$ cat src/rtl/mwram_pkg.sv
package mwram_pkg;
    // Number of lane-select bits for a width ratio; at least one so slices stay legal.
    function automatic int lane_bits(input int ratio);
        return (ratio > 1) ? $clog2(ratio) : 1;
    endfunction
endpackage

$ cat src/rtl/mwram_addr.sv
module mwram_addr #(
    parameter int AW = 6
) (
    input  logic          clk,
    input  logic          clr,
    input  logic          hold,
    input  logic [AW-1:0] addr_in,
    output logic [AW-1:0] addr_eff,
    output logic [AW-1:0] addr_q
);
    logic [AW-1:0] addr_d;

    always_comb begin
        addr_d = hold ? addr_q : addr_in;
    end

    always_ff @(posedge clk or posedge clr) begin
        if (clr) addr_q <= '0;
        else     addr_q <= addr_d;
    end

    // The array acts at this edge on the address the latch is about to hold.
    assign addr_eff = addr_d;
endmodule

$ cat src/rtl/mwram_array.sv
module mwram_array #(
    parameter int WR_W     = 8,
    parameter int RD_W     = 32,
    parameter int WR_DEPTH = 64
) (
    input  logic                            clk,
    input  logic                            we,
    input  logic [$clog2(WR_DEPTH)-1:0]     waddr,
    input  logic [WR_W-1:0]                 wdata,
    input  logic [$clog2(WR_DEPTH*WR_W/RD_W)-1:0] raddr,
    output logic [RD_W-1:0]                 rword
);
    localparam int WIDE_W   = (WR_W > RD_W) ? WR_W : RD_W;
    localparam int NARROW_W = (WR_W > RD_W) ? RD_W : WR_W;
    localparam int RATIO    = WIDE_W / NARROW_W;
    localparam int LB       = mwram_pkg::lane_bits(RATIO);
    localparam int ROWS     = WR_DEPTH * WR_W / WIDE_W;
    localparam int WA_W     = $clog2(WR_DEPTH);
    localparam int RA_W     = $clog2(WR_DEPTH * WR_W / RD_W);

    generate
        if (WR_W == RD_W) begin : g_equal
            logic [WIDE_W-1:0] mem [ROWS];
            always_ff @(posedge clk) begin
                if (we) mem[waddr] <= wdata;
            end
            assign rword = mem[raddr];
        end else if (WR_W < RD_W) begin : g_narrow_wr
            logic [WIDE_W-1:0] mem [ROWS];
            always_ff @(posedge clk) begin
                if (we) mem[waddr[WA_W-1:LB]][waddr[LB-1:0]*WR_W +: WR_W] <= wdata;
            end
            assign rword = mem[raddr];
        end else begin : g_narrow_rd
            logic [WIDE_W-1:0] mem [ROWS];
            always_ff @(posedge clk) begin
                if (we) mem[waddr] <= wdata;
            end
            assign rword = mem[raddr[RA_W-1:LB]][raddr[LB-1:0]*RD_W +: RD_W];
        end
    endgenerate
endmodule

$ cat src/rtl/mwram_stall.sv
module mwram_stall #(
    parameter int WR_W     = 8,
    parameter int RD_W     = 32,
    parameter int WR_DEPTH = 64,
    parameter bit OUT_REG  = 1'b1,
    localparam int WA_W    = $clog2(WR_DEPTH),
    localparam int RA_W    = $clog2(WR_DEPTH * WR_W / RD_W)
) (
    input  logic            clk,
    input  logic            clr,
    input  logic [WA_W-1:0] wr_addr,
    input  logic [WR_W-1:0] wr_data,
    input  logic            wr_en,
    input  logic            wr_hold,
    input  logic [RA_W-1:0] rd_addr,
    input  logic            rd_en,
    input  logic            rd_hold,
    output logic [RD_W-1:0] rd_data
);
    typedef struct packed {
        logic [RD_W-1:0] lat;
        logic [RD_W-1:0] oreg;
    } out_t;

    logic [WA_W-1:0] wa_eff, wa_q;
    logic [RA_W-1:0] ra_eff, ra_q;
    logic [RD_W-1:0] rword;
    out_t            out_d, out_q;

    mwram_addr #(.AW(WA_W)) u_wa (
        .clk(clk), .clr(clr), .hold(wr_hold), .addr_in(wr_addr),
        .addr_eff(wa_eff), .addr_q(wa_q)
    );

    mwram_addr #(.AW(RA_W)) u_ra (
        .clk(clk), .clr(clr), .hold(rd_hold), .addr_in(rd_addr),
        .addr_eff(ra_eff), .addr_q(ra_q)
    );

    mwram_array #(.WR_W(WR_W), .RD_W(RD_W), .WR_DEPTH(WR_DEPTH)) u_mem (
        .clk(clk), .we(wr_en), .waddr(wa_eff), .wdata(wr_data),
        .raddr(ra_eff), .rword(rword)
    );

    always_comb begin
        out_d      = out_q;
        if (rd_en) out_d.lat = rword;
        out_d.oreg = out_q.lat;
    end

    always_ff @(posedge clk or posedge clr) begin
        if (clr) out_q <= '0;
        else     out_q <= out_d;
    end

    generate
        if (OUT_REG) begin : g_oreg
            assign rd_data = out_q.oreg;
        end else begin : g_latch
            assign rd_data = out_q.lat;
        end
    endgenerate
endmodule

$ cat config.mk
export PLATFORM = sky130hd
export DESIGN_NAME = mwram_stall
export DESIGN_NICKNAME = d
export VERILOG_FILES = /design/src/rtl/mwram_pkg.sv /design/src/rtl/mwram_addr.sv /design/src/rtl/mwram_array.sv /design/src/rtl/mwram_stall.sv
export SDC_FILE = /design/constraint.sdc
export NUM_CORES = 1
export LEC_CHECK = 0
export ABC_AREA = 1
export BUFFER_PORTS_ARGS = -buffer_cell sky130_fd_sc_hd__buf_2
export CORE_MARGIN = 8
export CORE_UTILIZATION = 50
export CTS_BUF_LIST = sky130_fd_sc_hd__clkbuf_8 sky130_fd_sc_hd__clkbuf_16
export CTS_CLUSTER_SIZE = 30
export DETAILED_ROUTE_END_ITERATION = 7
export PLACE_DENSITY = 0.72
export SLEW_MARGIN = 0
export SYNTH_ARGS = -nofsm -noshare
export SYNTH_HDL_FRONTEND = slang
export SYNTH_SLANG_ARGS = --single-unit
$ cat constraint.sdc
create_clock -name clk -period 2.7 [get_ports clk]
set_input_delay 0.135 -clock clk [delete_from_list [all_inputs] [get_ports clk]]
set_output_delay 0.135 -clock clk [all_outputs]
set_load 0.005 [all_outputs]
# Yosys cells after proc, flatten, opt, wreduce, memory -nomap -nowiden

Memories as Yosys holds them, arrays and structs flattened. A register that Yosys moved wholly into a read port is not among the register bits.
Cells that the tools add are included.

Bits in registers: 42
Memory bits (writable): 512
Bits of input ports: 24
Output and inout port bits: 32
Word-level logic and storage cells: 11
Memories: 1

Add/subtract/negate cells: 1
Shifts and indexed selects: 2
Muxes and demuxes: 4

Memories:

| memory                | words | bits a word | rd ports | clocked after Yosys merged registers in | write ports | line              | source |
|---|---|---|---|---|---|---|---|
| u_mem.g_narrow_wr.mem | 16    | 32          | 1        | 1                                       | 1           | mwram_array.sv:29 | `logic [WIDE_W-1:0] mem [ROWS];` |

Operator list:

| operator                                                                 | number |
|---|---|
| 5-bit negator with 34-bit output                                         | 1 |
| 8-bit by 34-bit variable shift with 32-bit output (first input constant) | 1 |
| 8-bit by 34-bit variable part select with 32-bit output                  | 1 |
| 32-bit two-way mux                                                       | 1 |
| 6-bit two-way mux                                                        | 1 |
| 4-bit two-way mux                                                        | 1 |
| 1-bit two-way mux                                                        | 1 |

# Depth between registers and ports, before layout

Gate-level depths: netlist of run 1.

Depth after elaboration: 4
Mapped depth: 12

# Cells and area by module

From an unflattened synthesis of run 1, not the netlist that was laid out.

Cell total of the unflattened synthesis: 2441
Area total of the unflattened synthesis: 25159.1 um^2

By module, submodules not included:

| module             | instances | cells each | area each (um^2) | seq. area each (um^2) |
|---|---|---|---|---|
| mwram_array        | 1         | 2228       | 22684.3          | 15374.7 |
| mwram_stall        | 1         | 169        | 2097.0           | 1601.5 |
| mwram_addr at u_wa | 1         | 26         | 225.2            | 150.1 |
| mwram_addr at u_ra | 1         | 18         | 152.6            | 100.1 |

# Worst setup path before layout of run 1

OpenSTA, ideal clock, no wires.

Path kind: register -> register
Start: register u_wa.addr_q[0]
End: memory u_mem.g_narrow_wr.mem[0][18] (netlist bit) (data pin)
Arrival: 1.992 ns
Path slack: 0.381 ns
Stages on the path, launching flop included: 9
Buffers on the path: 0
Cell sequence: dfrtp_1 nand2_1 nand2_1 inv_1 ha_1 inv_1 nor2_1 nand2_1 nor3_1

Word-level cells in the longest chain between the ends: 3

Ends and longest elaborated chain:

| item                                                    | line              | source |
|---|---|---|
| from (decl)                                             | mwram_addr.sv:9   | `output logic [AW-1:0] addr_q` |
| from (signal assigned)                                  | mwram_addr.sv:19  | `else addr_q <= addr_d;` |
| 6-bit two-way mux                                       | mwram_addr.sv:14  | `addr_d = hold ? addr_q : addr_in;` |
| named net u_mem.waddr[0]                                | mwram_array.sv:8  | `input logic [$clog2(WR_DEPTH)-1:0] waddr,` |
| 5-bit negator with 34-bit output                        | mwram_array.sv:31 | `if (we) mem[waddr[WA_W-1:LB]][waddr[LB-1:0]*WR_W +: WR_W] <= wdata;` |
| 8-bit by 34-bit variable part select with 32-bit output | mwram_array.sv:31 |  |
| to (decl)                                               | mwram_array.sv:29 |  |

The timed path passes the listed nets, and every way through them passes these cells.

# Final worst setup path of run 1

Start: register u_wa.addr_q[0]
End: memory u_mem.g_narrow_wr.mem[8][25] (netlist bit) (enable)

Word-level cells in the longest chain between the ends: 4

Ends and longest elaborated chain:

| item                                              | line |
|---|---|
| 6-bit two-way mux                                 | mwram_addr.sv:14 |
| named net u_mem.waddr[0]                          | mwram_array.sv:8 |
| 5-bit negator with 34-bit output                  | mwram_array.sv:31 |
| 8-bit by 34-bit variable shift with 32-bit output | mwram_array.sv:31 |
| 32-bit two-way mux (not written as such)          | mwram_array.sv:31 |

The timed path passes the listed nets, and every way through them passes these cells.

==> impl_metrics.prom, run 1 <==
# TYPE chip_impl_metric gauge
chip_impl_metric{name="design.final.nets",unit=""} 2576
chip_impl_metric{name="yosys_warns",unit=""} 0
chip_impl_metric{name="totalPowerFinal",unit="W"} 0.0206
chip_impl_metric{name="route.detailed.vias_per_inst",unit=""} 5.47
chip_impl_metric{name="area_growth_syn_to_layout",unit="%"} 14.8
chip_impl_metric{name="grt_usage",unit="%"} 22.8
chip_impl_metric{name="switching_share",unit="%"} 23.4
chip_impl_metric{name="max_slew.worst_pin.slew",unit="ns"} 0.974
chip_impl_info{name="crit_type",value="flop to flop"} 1
chip_impl_metric{name="grt_pass1_wl",unit="um"} 101000
chip_impl_metric{name="synth-edff-count",unit=""} 512
chip_impl_metric{name="synth.ff_latch_count",unit=""} 586
chip_impl_metric{name="comb_power_share",unit="%"} 9.3
chip_impl_metric{name="syn-cell-area",unit="mm^2"} 0.0254
chip_impl_metric{name="clock_insertion_delay_worst_skew",unit="ns"} 0.62
chip_impl_metric{name="numPortBuffers",unit=""} 55
chip_impl_info{name="timing.rr.end",value="u_mem.g_narrow_wr.mem[8][25]$_DFFE_PP_"} 1
chip_impl_metric{name="fmax",unit="MHz"} 384
chip_impl_metric{name="nFillCells",unit=""} 4037
chip_impl_metric{name="power_leakage",unit="nW"} 13.0
chip_impl_metric{name="synth_cell_types",unit=""} 18
chip_impl_metric{name="drtPass1Iterations",unit=""} 6
chip_impl_metric{name="fraction_of_layout_instances_using_a_drive_strength_above_1",unit="%"} 10.9
chip_impl_metric{name="grt_antenna_before_repair",unit=""} 2
chip_impl_metric{name="mappedNetlistNets",unit=""} 2483
chip_impl_metric{name="ff_latch_area",unit="mm^2"} 0.0172
chip_impl_metric{name="syn-instance-count",unit=""} 2454
chip_impl_metric{name="yosysTopAreaCellShare",unit="%"} 60.6
chip_impl_info{name="outcome",value="complete, no violations"} 1
chip_impl_metric{name="critPathArrivalTime",unit="ns"} 2.85
chip_impl_info{name="cts_tree",value="done"} 1
chip_impl_metric{name="critical_path.max_fanout",unit=""} 16
chip_impl_metric{name="global_route.overflow_total",unit=""} 0
chip_impl_metric{name="max-cap-violations",unit=""} 0
chip_impl_metric{name="globalplace.congestion",unit=""} 0.947
chip_impl_metric{name="power_report.internal_total",unit="W"} 0.0158
chip_impl_metric{name="irDropWorstVdd",unit="V"} 0.000485
chip_impl_metric{name="final_min_period_over_clock_period",unit="%"} 96.4
chip_impl_metric{name="die-width",unit="um"} 241
chip_impl_metric{name="design.die.area",unit="mm^2"} 0.0582
chip_impl_metric{name="setup_violations",unit=""} 0
chip_impl_info{name="critPathCaptureType",value="flop"} 1
chip_impl_metric{name="post-dp-hpwl",unit="um"} 41400
chip_impl_metric{name="synth_area_per_cell",unit="um^2"} 10.3
chip_impl_metric{name="seqPwrFrac",unit="%"} 49.3
chip_impl_info{name="critical_path.startpoint_type",value="flop"} 1
chip_impl_info{name="critical_path.reg2reg.startpoint",value="u_wa.addr_q[0]$_DFF_PP0_"} 1
chip_impl_info{name="min_delay_worst_endpoint",value="u_ra.addr_q[1]$_DFF_PP0_"} 1
chip_impl_metric{name="required_time_of_the_critical_path",unit="ns"} 2.95
chip_impl_metric{name="route.vias.total",unit=""} 17863
chip_impl_metric{name="powerDensity",unit="mW/mm^2"} 709
chip_impl_metric{name="drc_violations_left",unit=""} 0
chip_impl_info{name="cts-root-buf",value="sky130_fd_sc_hd__clkbuf_16"} 1
chip_impl_metric{name="pwr-share-clk",unit="%"} 41.3
chip_impl_metric{name="initial_utilization",unit="%"} 50.6
chip_impl_info{name="synth_top_area_cell",value="sky130_fd_sc_hd__edfxtp_1"} 1
chip_impl_metric{name="synth-seq-area-share",unit="%"} 67.9
chip_impl_metric{name="htree_levels",unit=""} 2
chip_impl_metric{name="grt_pass1_vias",unit=""} 17312
chip_impl_metric{name="maximum_number_of_pins_on_one_net_before_global_route_repair",unit=""} 102
chip_impl_metric{name="slew_violations",unit=""} 0
chip_impl_metric{name="core_area",unit="mm^2"} 0.0502
chip_impl_metric{name="report.final.hold_viol_count",unit=""} 0
chip_impl_metric{name="slew_headroom",unit="%"} 35.0
chip_impl_metric{name="drt_iter0_markers",unit=""} 2410
chip_impl_metric{name="pin_count",unit=""} 56
chip_impl_metric{name="whs_path_cells",unit=""} 3
chip_impl_metric{name="final-instance-count-excl-fill",unit=""} 3267
chip_impl_info{name="rsz0062_at_grt",value="yes"} 1
chip_impl_metric{name="p_switching",unit="W"} 0.00484
chip_impl_metric{name="place_inst",unit=""} 3150
chip_impl_info{name="ys_dominant_reg_cell",value="sky130_fd_sc_hd__edfxtp_1"} 1
chip_impl_metric{name="cts.reportedPaths.clkPinSlew",unit="ns"} 0.06
chip_impl_metric{name="ff2ff_path_depth",unit=""} 8
chip_impl_metric{name="die_h",unit="um"} 241
chip_impl_metric{name="routed_wirelength",unit="um"} 65700
chip_impl_metric{name="num_antenna_cells",unit=""} 0
chip_impl_info{name="holdCritPathClass",value="input pin to flop"} 1
chip_impl_info{name="worst_hold_startpoint",value="rd_addr[1]"} 1
chip_impl_metric{name="post_drt_wl_per_cell",unit="um"} 20.1
chip_impl_metric{name="ant_nets",unit=""} 0
chip_impl_metric{name="r2r_setup_slack",unit="ns"} 0.1
chip_impl_info{name="ys_top_cells_by_count",value="616 x sky130_fd_sc_hd__nand3_1, 512 x sky130_fd_sc_hd__edfxtp_1, 472 x sky130_fd_sc_hd__inv_1, 449 x sky130_fd_sc_hd__nand2_1, 97 x sky130_fd_sc_hd__nor2_1"} 1
chip_impl_metric{name="rows",unit=""} 82
chip_impl_info{name="ys_top_cells_by_area",value="sky130_fd_sc_hd__edfxtp_1 61%, sky130_fd_sc_hd__nand3_1 12%, sky130_fd_sc_hd__dfrtp_1 7.3%"} 1
chip_impl_metric{name="clock_path_buffers",unit=""} 3
chip_impl_metric{name="tritoncts_buffer_count",unit=""} 57
chip_impl_info{name="post-synth-top-count-cell",value="sky130_fd_sc_hd__nand3_1"} 1
chip_impl_metric{name="cts.sink_count",unit=""} 586
chip_impl_metric{name="multi_input_area",unit="mm^2"} 0.00589
chip_impl_metric{name="period_minus_slack",unit="ns"} 2.60
chip_impl_metric{name="fin_worst_skew",unit="ns"} 0.0168
chip_impl_metric{name="synth-async-reset-ratio",unit="%"} 12.6
==> layer usage <==
layer	wire length (um)	global-route usage, %	share of wire [%]
met4	2120	7.82	3.2
met5	28	0	0.043
met3	7340	6.21	11
met1	26000	30.3	40
met2	30300	35.9	46
==> power by group through the flow <==
stage	clock network, W	logic, W	registers, W
2_1_floorplan	0	0.00109	0.0104
6_report	0.00854	0.00193	0.0102
5_1_grt	0.00898	0.00210	0.0102
3_5_place_dp	0	0.00187	0.0104
4_1_cts	0.00864	0.00190	0.0102
3_3_place_gp	0	0.00184	0.0104
==> per-stage QoR <==
| stage | setup WS (ns) | utilization (%) | TNS [ns] | hold WS [ns] | area [um^2] |
|---|---|---|---|---|---|
| after floorplan | 0.381 | - | 0 | 0.354 | 25400 |
| after global placement | 0.172 | 53.8 | 0 | 0.272 | 27000 |
| after detailed placement | 0.128 | 53.8 | 0 | 0.279 | 27000 |
| after CTS | 0.0503 | 58.0 | 0 | 0.00382 | 29100 |
| after global routing | -0.0141 | 58.1 | -0.236 | 0.0270 | 29100 |
| final | 0.0981 | 58.1 | 0 | 0.0332 | 29100 |
==> sequential cells by signal (all words and copies together) (netlist names) <==
register and flops:
u_mem.g_narrow_wr.mem 512, rd_data 32, u_wa.addr_q 6, u_ra.addr_q 4
out_d 32
==> how the worst max path moves through the flow <==
stage,to,startpoint,slack [ns]
2_1_floorplan,u_mem.g_narrow_wr.mem[0][18]$_DFFE_PP_,u_wa.addr_q[0]$_DFF_PP0_,0.38
3_3_place_gp,u_mem.g_narrow_wr.mem[14][6]$_DFFE_PP_,wr_hold,0.17
3_5_place_dp,u_mem.g_narrow_wr.mem[14][6]$_DFFE_PP_,wr_hold,0.13
4_1_cts,u_mem.g_narrow_wr.mem[12][24]$_DFFE_PP_,u_wa.addr_q[0]$_DFF_PP0_,0.05
5_1_grt,u_mem.g_narrow_wr.mem[8][25]$_DFFE_PP_,u_wa.addr_q[0]$_DFF_PP0_,-0.01
6_report,u_mem.g_narrow_wr.mem[8][25]$_DFFE_PP_,u_wa.addr_q[0]$_DFF_PP0_,0.1
==> logic make-up after synthesis <==
| group | Yosys count | synth area share (%) |
|---|---|---|
| compound gates | 7 | 0.153 |
| simple gates | 1243 | 22.5 |
| fa+ha+maj | 5 | 0.246 |
| buf+inv | 613 | 9.24 |
| flops | 586 | 67.9 |
==> final cells by class <==
cell class / count / share of cell area, %
Clock buffer: 61 / 5.16
Inverter: 474 / 6.12
Multi-Input combinational cell: 1255 / 20.2
Timing Repair Buffer: 173 / 4.67
Tap cell: 672 / 2.89
Clock inverter: 46 / 1.83
Sequential cell: 586 / 59.1
==> layout by cell type, fill, tap and decap left out, types with 55 or more instances in the layout <==
cell | Yosys | routed
sky130_fd_sc_hd__dfrtp_1 | 74 | 74
sky130_fd_sc_hd__edfxtp_1 | 512 | 512
sky130_fd_sc_hd__clkbuf_16 | 0 | 59
sky130_fd_sc_hd__nand3_1 | 616 | 616
sky130_fd_sc_hd__inv_1 | 472 | 479
sky130_fd_sc_hd__buf_4 | 0 | 94
sky130_fd_sc_hd__buf_2 | 36 | 55
sky130_fd_sc_hd__nand2_1 | 449 | 443
sky130_fd_sc_hd__nor2_1 | 97 | 88
sky130_fd_sc_hd__nand3b_1 | 64 | 64
==> what timing repair did <==
item,CTS,global route
setup buffers,0,0
hold endpoints to repair,41,0
resized for setup,0,10
endpoints found under the setup margin,0,94
hold buffers,10,0
==> worst max-delay path, stage by stage, from the launching register on <==
cell and delay (ns):
sky130_fd_sc_hd__dfrtp_1 0.33, sky130_fd_sc_hd__nand2_1 0.05, sky130_fd_sc_hd__nand2_1 0.08, sky130_fd_sc_hd__dlygate4sd3_1 0.56, sky130_fd_sc_hd__buf_4 0.19, sky130_fd_sc_hd__ha_1 0.16
sky130_fd_sc_hd__nand2_1 0.06, sky130_fd_sc_hd__buf_4 0.22, sky130_fd_sc_hd__nor2_1 0.58
No activity file was read; power rests on OpenSTA's default activity.
==> inputs of run 2 (changes only) <==
- SYNTH_HIERARCHICAL: default -> 1
==> run 2 against run 1 <==
  * Worst hold slack improved by 0.021 ns
  * Power decreased by 4.1%
  * Non-clock buffer count grew 7
  * Sequential power about the same
  * Synthesized cell count shrank 0.53%
  * Count of clock-buffer cells in the layout rose by 1
  * Final cell count rose by 0.52%
  * Clock skew rose by 0.0058 ns
  * Cell area decreased by 2.5%
  * Sequential share of layout area is 1.5 points higher
  * Core utilization fell by 1.2 points
  * Largest cell class unchanged
==> impl_metrics.prom, run 2 <==
# TYPE chip_impl_metric gauge
chip_impl_metric{name="tritoncts_buffer_count",unit=""} 56
chip_impl_metric{name="slew_violations",unit=""} 0
chip_impl_info{name="top_usage_layer",value="met2"} 1
chip_impl_metric{name="synth-async-reset-ratio",unit="%"} 12.6
chip_impl_metric{name="post_drt_wl_per_cell",unit="um"} 18.5
chip_impl_metric{name="syn-cell-area",unit="mm^2"} 0.0252
chip_impl_metric{name="clock_path_buffers",unit=""} 3
chip_impl_info{name="holdCritPathClass",value="input pin to flop"} 1
chip_impl_info{name="rsz0062_at_grt",value="no"} 1
chip_impl_metric{name="synth_area_per_cell",unit="um^2"} 10.3
chip_impl_metric{name="route.vias.total",unit=""} 17129
chip_impl_metric{name="required_time_of_the_critical_path",unit="ns"} 3.00
chip_impl_metric{name="irDropWorstVdd",unit="V"} 0.000544
chip_impl_info{name="largest_register",value="u_mem/g_narrow_wr.mem"} 1
chip_impl_info{name="cts_tree",value="done"} 1
chip_impl_metric{name="fraction_of_layout_instances_using_a_drive_strength_above_1",unit="%"} 10.4
chip_impl_metric{name="drc_violations_left",unit=""} 0
chip_impl_metric{name="place_inst",unit=""} 3160
chip_impl_metric{name="utilization_after_layout",unit="%"} 56.9
chip_impl_metric{name="clock_insertion_delay_worst_skew",unit="ns"} 0.62
chip_impl_metric{name="max-cap-violations",unit=""} 0
chip_impl_info{name="mostFrequentLayoutCells",value="808 x sky130_fd_sc_hd__nand2_1, 512 x sky130_fd_sc_hd__edfxtp_1, 421 x sky130_fd_sc_hd__inv_1, 392 x sky130_fd_sc_hd__nand3_1, 102 x sky130_fd_sc_hd__buf_4"} 1
chip_impl_metric{name="htree_levels",unit=""} 2
chip_impl_metric{name="grt_pass1_vias",unit=""} 16619
chip_impl_info{name="ys_top_cells_by_count",value="811 x sky130_fd_sc_hd__nand2_1, 512 x sky130_fd_sc_hd__edfxtp_1, 408 x sky130_fd_sc_hd__inv_1, 392 x sky130_fd_sc_hd__nand3_1, 95 x sky130_fd_sc_hd__nor2_1"} 1
chip_impl_metric{name="grt_util_met3",unit="%"} 4.39
chip_impl_metric{name="grtUsageMet2",unit="%"} 34.3
chip_impl_metric{name="nFillCells",unit=""} 4081
chip_impl_metric{name="cts.reportedPaths.clkPinSlew",unit="ns"} 0.06
chip_impl_metric{name="max_slew.worst_pin.slew",unit="ns"} 0.908
chip_impl_metric{name="powerDensity",unit="mW/mm^2"} 697
chip_impl_metric{name="final_min_period_over_clock_period",unit="%"} 96.8
chip_impl_metric{name="grt_usage",unit="%"} 21.1
chip_impl_metric{name="setup_violations",unit=""} 0
chip_impl_metric{name="critPathArrivalTime",unit="ns"} 2.91
chip_impl_metric{name="synth-edff-count",unit=""} 512
chip_impl_metric{name="routed_wirelength",unit="um"} 60700
chip_impl_info{name="outcome",value="complete, no violations"} 1
chip_impl_metric{name="die-width",unit="um"} 240
chip_impl_info{name="critPathCaptureType",value="flop"} 1
chip_impl_metric{name="pin_count",unit=""} 56
chip_impl_info{name="most_common_cell_type_on_the_critical_path",value="sky130_fd_sc_hd__nand2_1"} 1
chip_impl_metric{name="yosys_warns",unit=""} 6
chip_impl_info{name="cp_cell_sequence",value="dlygate4sd3_1 -> buf_2 -> nand2_1 -> dlygate4sd3_1 -> nand2_1 -> inv_1 -> ha_1 -> nand2_1 -> nor2_1 -> buf_4"} 1
chip_impl_metric{name="rows",unit=""} 82
chip_impl_metric{name="core_area",unit="mm^2"} 0.0500
chip_impl_metric{name="post_cts_sizing",unit=""} 0
chip_impl_metric{name="synth.ff_latch_count",unit=""} 586
chip_impl_metric{name="fin_tns_setup",unit="ns"} 0
chip_impl_metric{name="fmax",unit="MHz"} 383
chip_impl_info{name="cts-root-buf",value="sky130_fd_sc_hd__clkbuf_16"} 1
chip_impl_metric{name="grt_pass1_wl",unit="um"} 94100
chip_impl_metric{name="design.final.nets",unit=""} 2589
chip_impl_info{name="ys_top_cells_by_area",value="sky130_fd_sc_hd__edfxtp_1 61%, sky130_fd_sc_hd__nand2_1 12%, sky130_fd_sc_hd__nand3_1 7.8%"} 1
chip_impl_metric{name="synth-seq-area-share",unit="%"} 68.5
chip_impl_metric{name="met1_usage",unit="%"} 28.1
chip_impl_metric{name="area_growth_syn_to_layout",unit="%"} 12.9
chip_impl_info{name="crit_type",value="input pin to flop"} 1
chip_impl_metric{name="grt_antenna_before_repair",unit=""} 6
chip_impl_metric{name="route.detailed.vias_per_inst",unit=""} 5.22
chip_impl_metric{name="report.final.hold_viol_count",unit=""} 0
chip_impl_metric{name="slew_headroom",unit="%"} 39.5
chip_impl_metric{name="period_minus_slack",unit="ns"} 2.61
chip_impl_metric{name="globalplace.congestion",unit=""} 0.863
chip_impl_metric{name="maximum_number_of_pins_on_one_net_before_global_route_repair",unit=""} 112
chip_impl_metric{name="syn-instance-count",unit=""} 2441
chip_impl_metric{name="power_leakage",unit="nW"} 12.9
chip_impl_metric{name="cts.sink_count",unit=""} 586
chip_impl_metric{name="synth_cell_types",unit=""} 22
chip_impl_metric{name="mappedNetlistNets",unit=""} 2470
chip_impl_metric{name="fin_worst_skew",unit="ns"} 0.0225
chip_impl_metric{name="cts.hold.buffers_added",unit=""} 14
chip_impl_metric{name="numPortBuffers",unit=""} 55
chip_impl_metric{name="yosysTopAreaCellShare",unit="%"} 61.1
chip_impl_metric{name="final-instance-count-excl-fill",unit=""} 3284
chip_impl_metric{name="ant_nets",unit=""} 0
chip_impl_metric{name="drt_iter0_markers",unit=""} 1850
chip_impl_metric{name="post-dp-hpwl",unit="um"} 38000
chip_impl_metric{name="post-cts-setup-buffers",unit=""} 0
chip_impl_info{name="synth_top_area_cell",value="sky130_fd_sc_hd__edfxtp_1"} 1
chip_impl_info{name="crit_path_top_delay_cell",value="sky130_fd_sc_hd__dlygate4sd3_1"} 1
chip_impl_metric{name="design.die.area",unit="mm^2"} 0.0578
chip_impl_metric{name="die_h",unit="um"} 240
chip_impl_metric{name="drtPass1Iterations",unit=""} 5
chip_impl_info{name="post-synth-top-count-cell",value="sky130_fd_sc_hd__nand2_1"} 1
chip_impl_info{name="ys_dominant_reg_cell",value="sky130_fd_sc_hd__edfxtp_1"} 1
chip_impl_metric{name="initial_utilization",unit="%"} 50.4
chip_impl_info{name="critical_path.startpoint_type",value="input pin"} 1
chip_impl_info{name="layout.cells.most_common",value="sky130_fd_sc_hd__nand2_1"} 1
chip_impl_metric{name="critical_path.max_fanout",unit=""} 16
chip_impl_metric{name="global_route.overflow_total",unit=""} 0
chip_impl_metric{name="timing.critical_path.slowest_cell_delay",unit="ns"} 0.55
chip_impl_metric{name="largest_reg_flops",unit=""} 512
run 2: cell count changes after synthesis, sizes merged, moves of 40 or more:
cell,delta
nand3,-224
nand2,+372
nand3b,-64
clkbuf,-60
buf,+40
inv,-61
run 2: logic make-up (layout without fill, tap and decap cells):
family | count (synthesis) | in the layout | share of synthesized area [%]
adders and majority gates | 5 | 5 | 0.249
buffers and inverters | 532 | 699 | 9.51
DFF | 586 | 586 | 68.5
other | 0 | 4 | 0
and+or+nand+nor | 1318 | 1318 | 21.8
run 2: area by class of cell:
cell class                      instances  area, um^2  area share, %
Timing Repair Buffer                  180        1360           4.79
Clock buffer                           62        1510           5.30
Antenna cell                            4        10.0         0.0352
Sequential cell                       586       17200           60.6
Multi-Input combinational cell       1323        5560           19.6
Tap cell                              672         841           2.96
Inverter                              413        1570           5.51
Clock inverter                         44         339           1.19
run 2: per-stage QoR:
| stage | hold slack, ns | power, W | instance area (um^2) | setup WS [ns] |
|---|---|---|---|---|
| after floorplan | -0.0989 | 0.0116 | 25200 | 0.252 |
| after global placement | 0.169 | 0.0121 | 26400 | 0.470 |
| after detailed placement | 0.170 | 0.0122 | 26400 | 0.359 |
| after CTS | 0.0296 | 0.0199 | 28400 | 0.183 |
| after global routing | 0.0651 | 0.0204 | 28400 | 0.0127 |
| final | 0.0546 | 0.0198 | 28400 | 0.0876 |
run 2: per-layer routing:
metal	routed length (um)	vias up
met5	18	-
met4	1710	4
met3	6070	119
met2	28600	821
met1	24300	8150
li1	-	8035
run 2: final timing paths:
| check | from | end | slack (ns) | cells past startpoint |
|---|---|---|---|---|
| max | wr_addr[1] | u_mem/g_narrow_wr.mem[13][14]$_DFFE_PP_ | 0.09 | 10 |
| min | wr_hold | u_wa/addr_q[0]$_DFF_PP0_ | 0.05 | 4 |
| max reg2reg | u_wa/addr_q[0]$_DFF_PP0_ | u_mem/g_narrow_wr.mem[1][19]$_DFFE_PP_ | 0.36 | 6 |
| min reg2reg | out_d[13]$_DFFE_PP0P_ | rd_data[13]$_DFF_PP0_ | 0.38 | 0 |
| max in group asynchronous | clr | rd_data[10]$_DFF_PP0_ | 1.75 | 4 |
| min in group asynchronous | clr | u_ra/addr_q[3]$_DFF_PP0_ | 0.11 | 3 |
run 2: power by group:
part / switching (W) / total (W) / internal (W)
clock: 0.00328 / 0.00776 / 0.00447
sequential: 0.000131 / 0.0102 / 0.0101
combinational: 0.00129 / 0.00184 / 0.000549
run 2: critical path: cells and delay by family:
kind                     cells  cell delay [ns]
adder cells (fa/ha/maj)      1             0.16
AND/OR/NAND/NOR              4             0.99
buffers and inverters        5             1.62
==> inputs of run 3 (changes only) <==
- CORE_ASPECT_RATIO: default -> 0.9
==> run 3 against run 2 <==
  * Routed wire length is 0.55% higher
  * First-iteration DRC count is 1.6% higher
  * Combinational power barely moved
  * Clock power shrank 0.5%
  * Largest power group unchanged
==> impl_metrics.prom, run 3 (synthesis gave the netlist of run 2 again) <==
# TYPE chip_impl_metric gauge
chip_impl_metric{name="critical_path.max_fanout",unit=""} 16
chip_impl_info{name="most_common_cell_type_on_the_critical_path",value="sky130_fd_sc_hd__nand2_1"} 1
chip_impl_info{name="cp_cell_sequence",value="nand2_1 -> nand2_1 -> dlygate4sd3_1 -> buf_4 -> ha_1 -> nand2_1 -> nor2_1 -> buf_4"} 1
chip_impl_metric{name="maximum_number_of_pins_on_one_net_before_global_route_repair",unit=""} 158
chip_impl_metric{name="drc_violations_left",unit=""} 0
chip_impl_metric{name="cts.reportedPaths.clkPinSlew",unit="ns"} 0.06
chip_impl_metric{name="powerDensity",unit="mW/mm^2"} 694
chip_impl_metric{name="clock_path_buffers",unit=""} 3
chip_impl_info{name="rsz0062_at_grt",value="no"} 1
chip_impl_info{name="critical_path.startpoint_type",value="flop"} 1
chip_impl_metric{name="grt_usage",unit="%"} 21.1
chip_impl_metric{name="largest_reg_flops",unit=""} 512
chip_impl_metric{name="rows",unit=""} 78
chip_impl_info{name="critPathCaptureType",value="flop"} 1
chip_impl_metric{name="critPathArrivalTime",unit="ns"} 2.81
chip_impl_metric{name="grt_pass1_vias",unit=""} 16931
chip_impl_metric{name="pin_count",unit=""} 56
chip_impl_metric{name="report.final.hold_viol_count",unit=""} 0
chip_impl_metric{name="final_min_period_over_clock_period",unit="%"} 91.8
chip_impl_metric{name="power_leakage",unit="nW"} 13.0
chip_impl_metric{name="final-instance-count-excl-fill",unit=""} 3295
chip_impl_metric{name="setup_violations",unit=""} 0
chip_impl_metric{name="core_area",unit="mm^2"} 0.0501
chip_impl_metric{name="drtPass1Iterations",unit=""} 6
chip_impl_info{name="mostFrequentLayoutCells",value="808 x sky130_fd_sc_hd__nand2_1, 512 x sky130_fd_sc_hd__edfxtp_1, 422 x sky130_fd_sc_hd__inv_1, 392 x sky130_fd_sc_hd__nand3_1, 101 x sky130_fd_sc_hd__buf_4"} 1
chip_impl_info{name="crit_type",value="flop to flop"} 1
chip_impl_metric{name="initial_utilization",unit="%"} 50.3
chip_impl_info{name="holdCritPathClass",value="input pin to async pin"} 1
chip_impl_metric{name="post-cts-setup-buffers",unit=""} 0
chip_impl_metric{name="timing.critical_path.slowest_cell_delay",unit="ns"} 0.55
chip_impl_metric{name="post_cts_sizing",unit=""} 0
chip_impl_metric{name="grt_pass1_wl",unit="um"} 95000
chip_impl_metric{name="tritoncts_buffer_count",unit=""} 57
chip_impl_metric{name="route.vias.total",unit=""} 17172
chip_impl_metric{name="fin_worst_skew",unit="ns"} 0.0187
chip_impl_metric{name="ant_nets",unit=""} 0
chip_impl_info{name="outcome",value="complete, no violations"} 1
chip_impl_info{name="crit_path_top_delay_cell",value="sky130_fd_sc_hd__dlygate4sd3_1"} 1
chip_impl_info{name="largest_register",value="u_mem/g_narrow_wr.mem"} 1
chip_impl_metric{name="fmax",unit="MHz"} 403
chip_impl_metric{name="max_slew.worst_pin.slew",unit="ns"} 1.02
chip_impl_metric{name="post-dp-hpwl",unit="um"} 37100
chip_impl_metric{name="grt_antenna_before_repair",unit=""} 6
chip_impl_metric{name="post_drt_wl_per_cell",unit="um"} 18.5
chip_impl_metric{name="hold_slack",unit="ns"} 0.0707
chip_impl_metric{name="clock_insertion_delay_worst_skew",unit="ns"} 0.63
chip_impl_metric{name="design.final.nets",unit=""} 2597
chip_impl_metric{name="required_time_of_the_critical_path",unit="ns"} 3.03
chip_impl_info{name="critical_path.top_delay_family",value="buffers and inverters"} 1
chip_impl_metric{name="cts.sink_count",unit=""} 586
chip_impl_metric{name="buffers_inverters_on_critical_path",unit=""} 3
chip_impl_metric{name="irDropWorstVdd",unit="V"} 0.000501
chip_impl_metric{name="slew_headroom",unit="%"} 31.7
chip_impl_metric{name="route.detailed.vias_per_inst",unit=""} 5.21
chip_impl_metric{name="area_growth_syn_to_layout",unit="%"} 13.4
chip_impl_metric{name="die-width",unit="um"} 252
chip_impl_metric{name="die_h",unit="um"} 229
chip_impl_metric{name="period_minus_slack",unit="ns"} 2.48
chip_impl_info{name="cts_tree",value="done"} 1
chip_impl_metric{name="htree_levels",unit=""} 2
chip_impl_metric{name="global_route.overflow_total",unit=""} 0
chip_impl_metric{name="design.die.area",unit="mm^2"} 0.0578
chip_impl_metric{name="fin_tns_setup",unit="ns"} 0
chip_impl_metric{name="globalplace.congestion",unit=""} 0.905
chip_impl_metric{name="slew_violations",unit=""} 0
chip_impl_metric{name="routed_wirelength",unit="um"} 61000
chip_impl_metric{name="drt_iter0_markers",unit=""} 1879
chip_impl_info{name="cts-root-buf",value="sky130_fd_sc_hd__clkbuf_16"} 1
chip_impl_metric{name="fraction_of_layout_instances_using_a_drive_strength_above_1",unit="%"} 10.6
chip_impl_metric{name="max-cap-violations",unit=""} 0
chip_impl_metric{name="place_inst",unit=""} 3169
chip_impl_info{name="layout.cells.most_common",value="sky130_fd_sc_hd__nand2_1"} 1
chip_impl_metric{name="numPortBuffers",unit=""} 55
[run 3: cell types whose count changed in the layout (fill, tap and decap cells not counted), moves of 2 or more]
| cell | before | now |
|---|---|---|
| sky130_fd_sc_hd__dlygate4sd3_1 | 14 | 20 |
| sky130_fd_sc_hd__buf_12 | 9 | 11 |
| sky130_fd_sc_hd__nor3_1 | 8 | 0 |
| sky130_fd_sc_hd__diode_2 | 4 | 2 |
| sky130_fd_sc_hd__nor3_2 | 0 | 8 |
| sky130_fd_sc_hd__clkinv_2 | 12 | 10 |
[run 3: worst paths after layout]
path	startpoint	to	slack [ns]	cells past startpoint
max in group asynchronous	clr	rd_data[24]$_DFF_PP0_	1.77	4
max reg2reg	u_wa/addr_q[0]$_DFF_PP0_	u_mem/g_narrow_wr.mem[13][10]$_DFFE_PP_	0.22	8
min	clr	u_ra/addr_q[1]$_DFF_PP0_	0.07	3
min reg2reg	out_d[15]$_DFFE_PP0P_	rd_data[15]$_DFF_PP0_	0.37	0
min in group clk	rd_addr[2]	u_ra/addr_q[2]$_DFF_PP0_	0.10	4
max	u_wa/addr_q[0]$_DFF_PP0_	u_mem/g_narrow_wr.mem[13][10]$_DFFE_PP_	0.22	8
[run 3: layout make-up]
cell class	instances	area (um^2)
inverters	413	1570
multi-input cells	1323	5600
flip-flops and latches	586	17200
well taps	680	851
clock inverters	42	332
repair buffers	187	1450
clock buffers	62	1500
fillers	4058	21500
diodes	2	5.00
[run 3: power breakdown]
part / internal (W) / total [W] / leakage (nW) / switching (W)
combinational: 0.000559 / 0.00186 / 7.18 / 0.00130
clock: 0.00443 / 0.00772 / 0.964 / 0.00328
sequential: 0.0101 / 0.0102 / 4.82 / 0.000131
total: 0.0151 / 0.0198 / 13.0 / 0.00472
[run 3: metal layers]
layer	vias to the layer above	share of wire [%]	GRT usage, %
met2	780	46	32.7
met3	113	10	4.43
met5	-	0.020	0.0865
met4	2	3.1	8.37
met1	8226	41	28.9
li1	8051	-	-
[run 3: worst min-delay path, stage by stage]
cell	delay (ns)
sky130_fd_sc_hd__dlygate4sd3_1	0.53
sky130_fd_sc_hd__buf_2	0.20
sky130_fd_sc_hd__inv_1	0.18
[run 3: metrics by stage]
step	utilization (%)	worst slack [ns]	instance area, um^2	total power (W)
4_1_cts	57.0	0.241	28500	0.0199
5_1_grt	57.0	0.0267	28500	0.0205
3_5_place_dp	52.9	0.303	26500	0.0122
6_report	57.0	0.220	28500	0.0198
2_1_floorplan	-	0.252	25200	0.0116
3_3_place_gp	52.9	0.398	26500	0.0122
[run 3: what timing repair did]
| item | in CTS | in global routing |
|---|---|---|
| hold buffers | 20 | 0 |
| endpoints found under the setup margin | 0 | 0 |
| endpoints found under the hold margin | 77 | 0 |
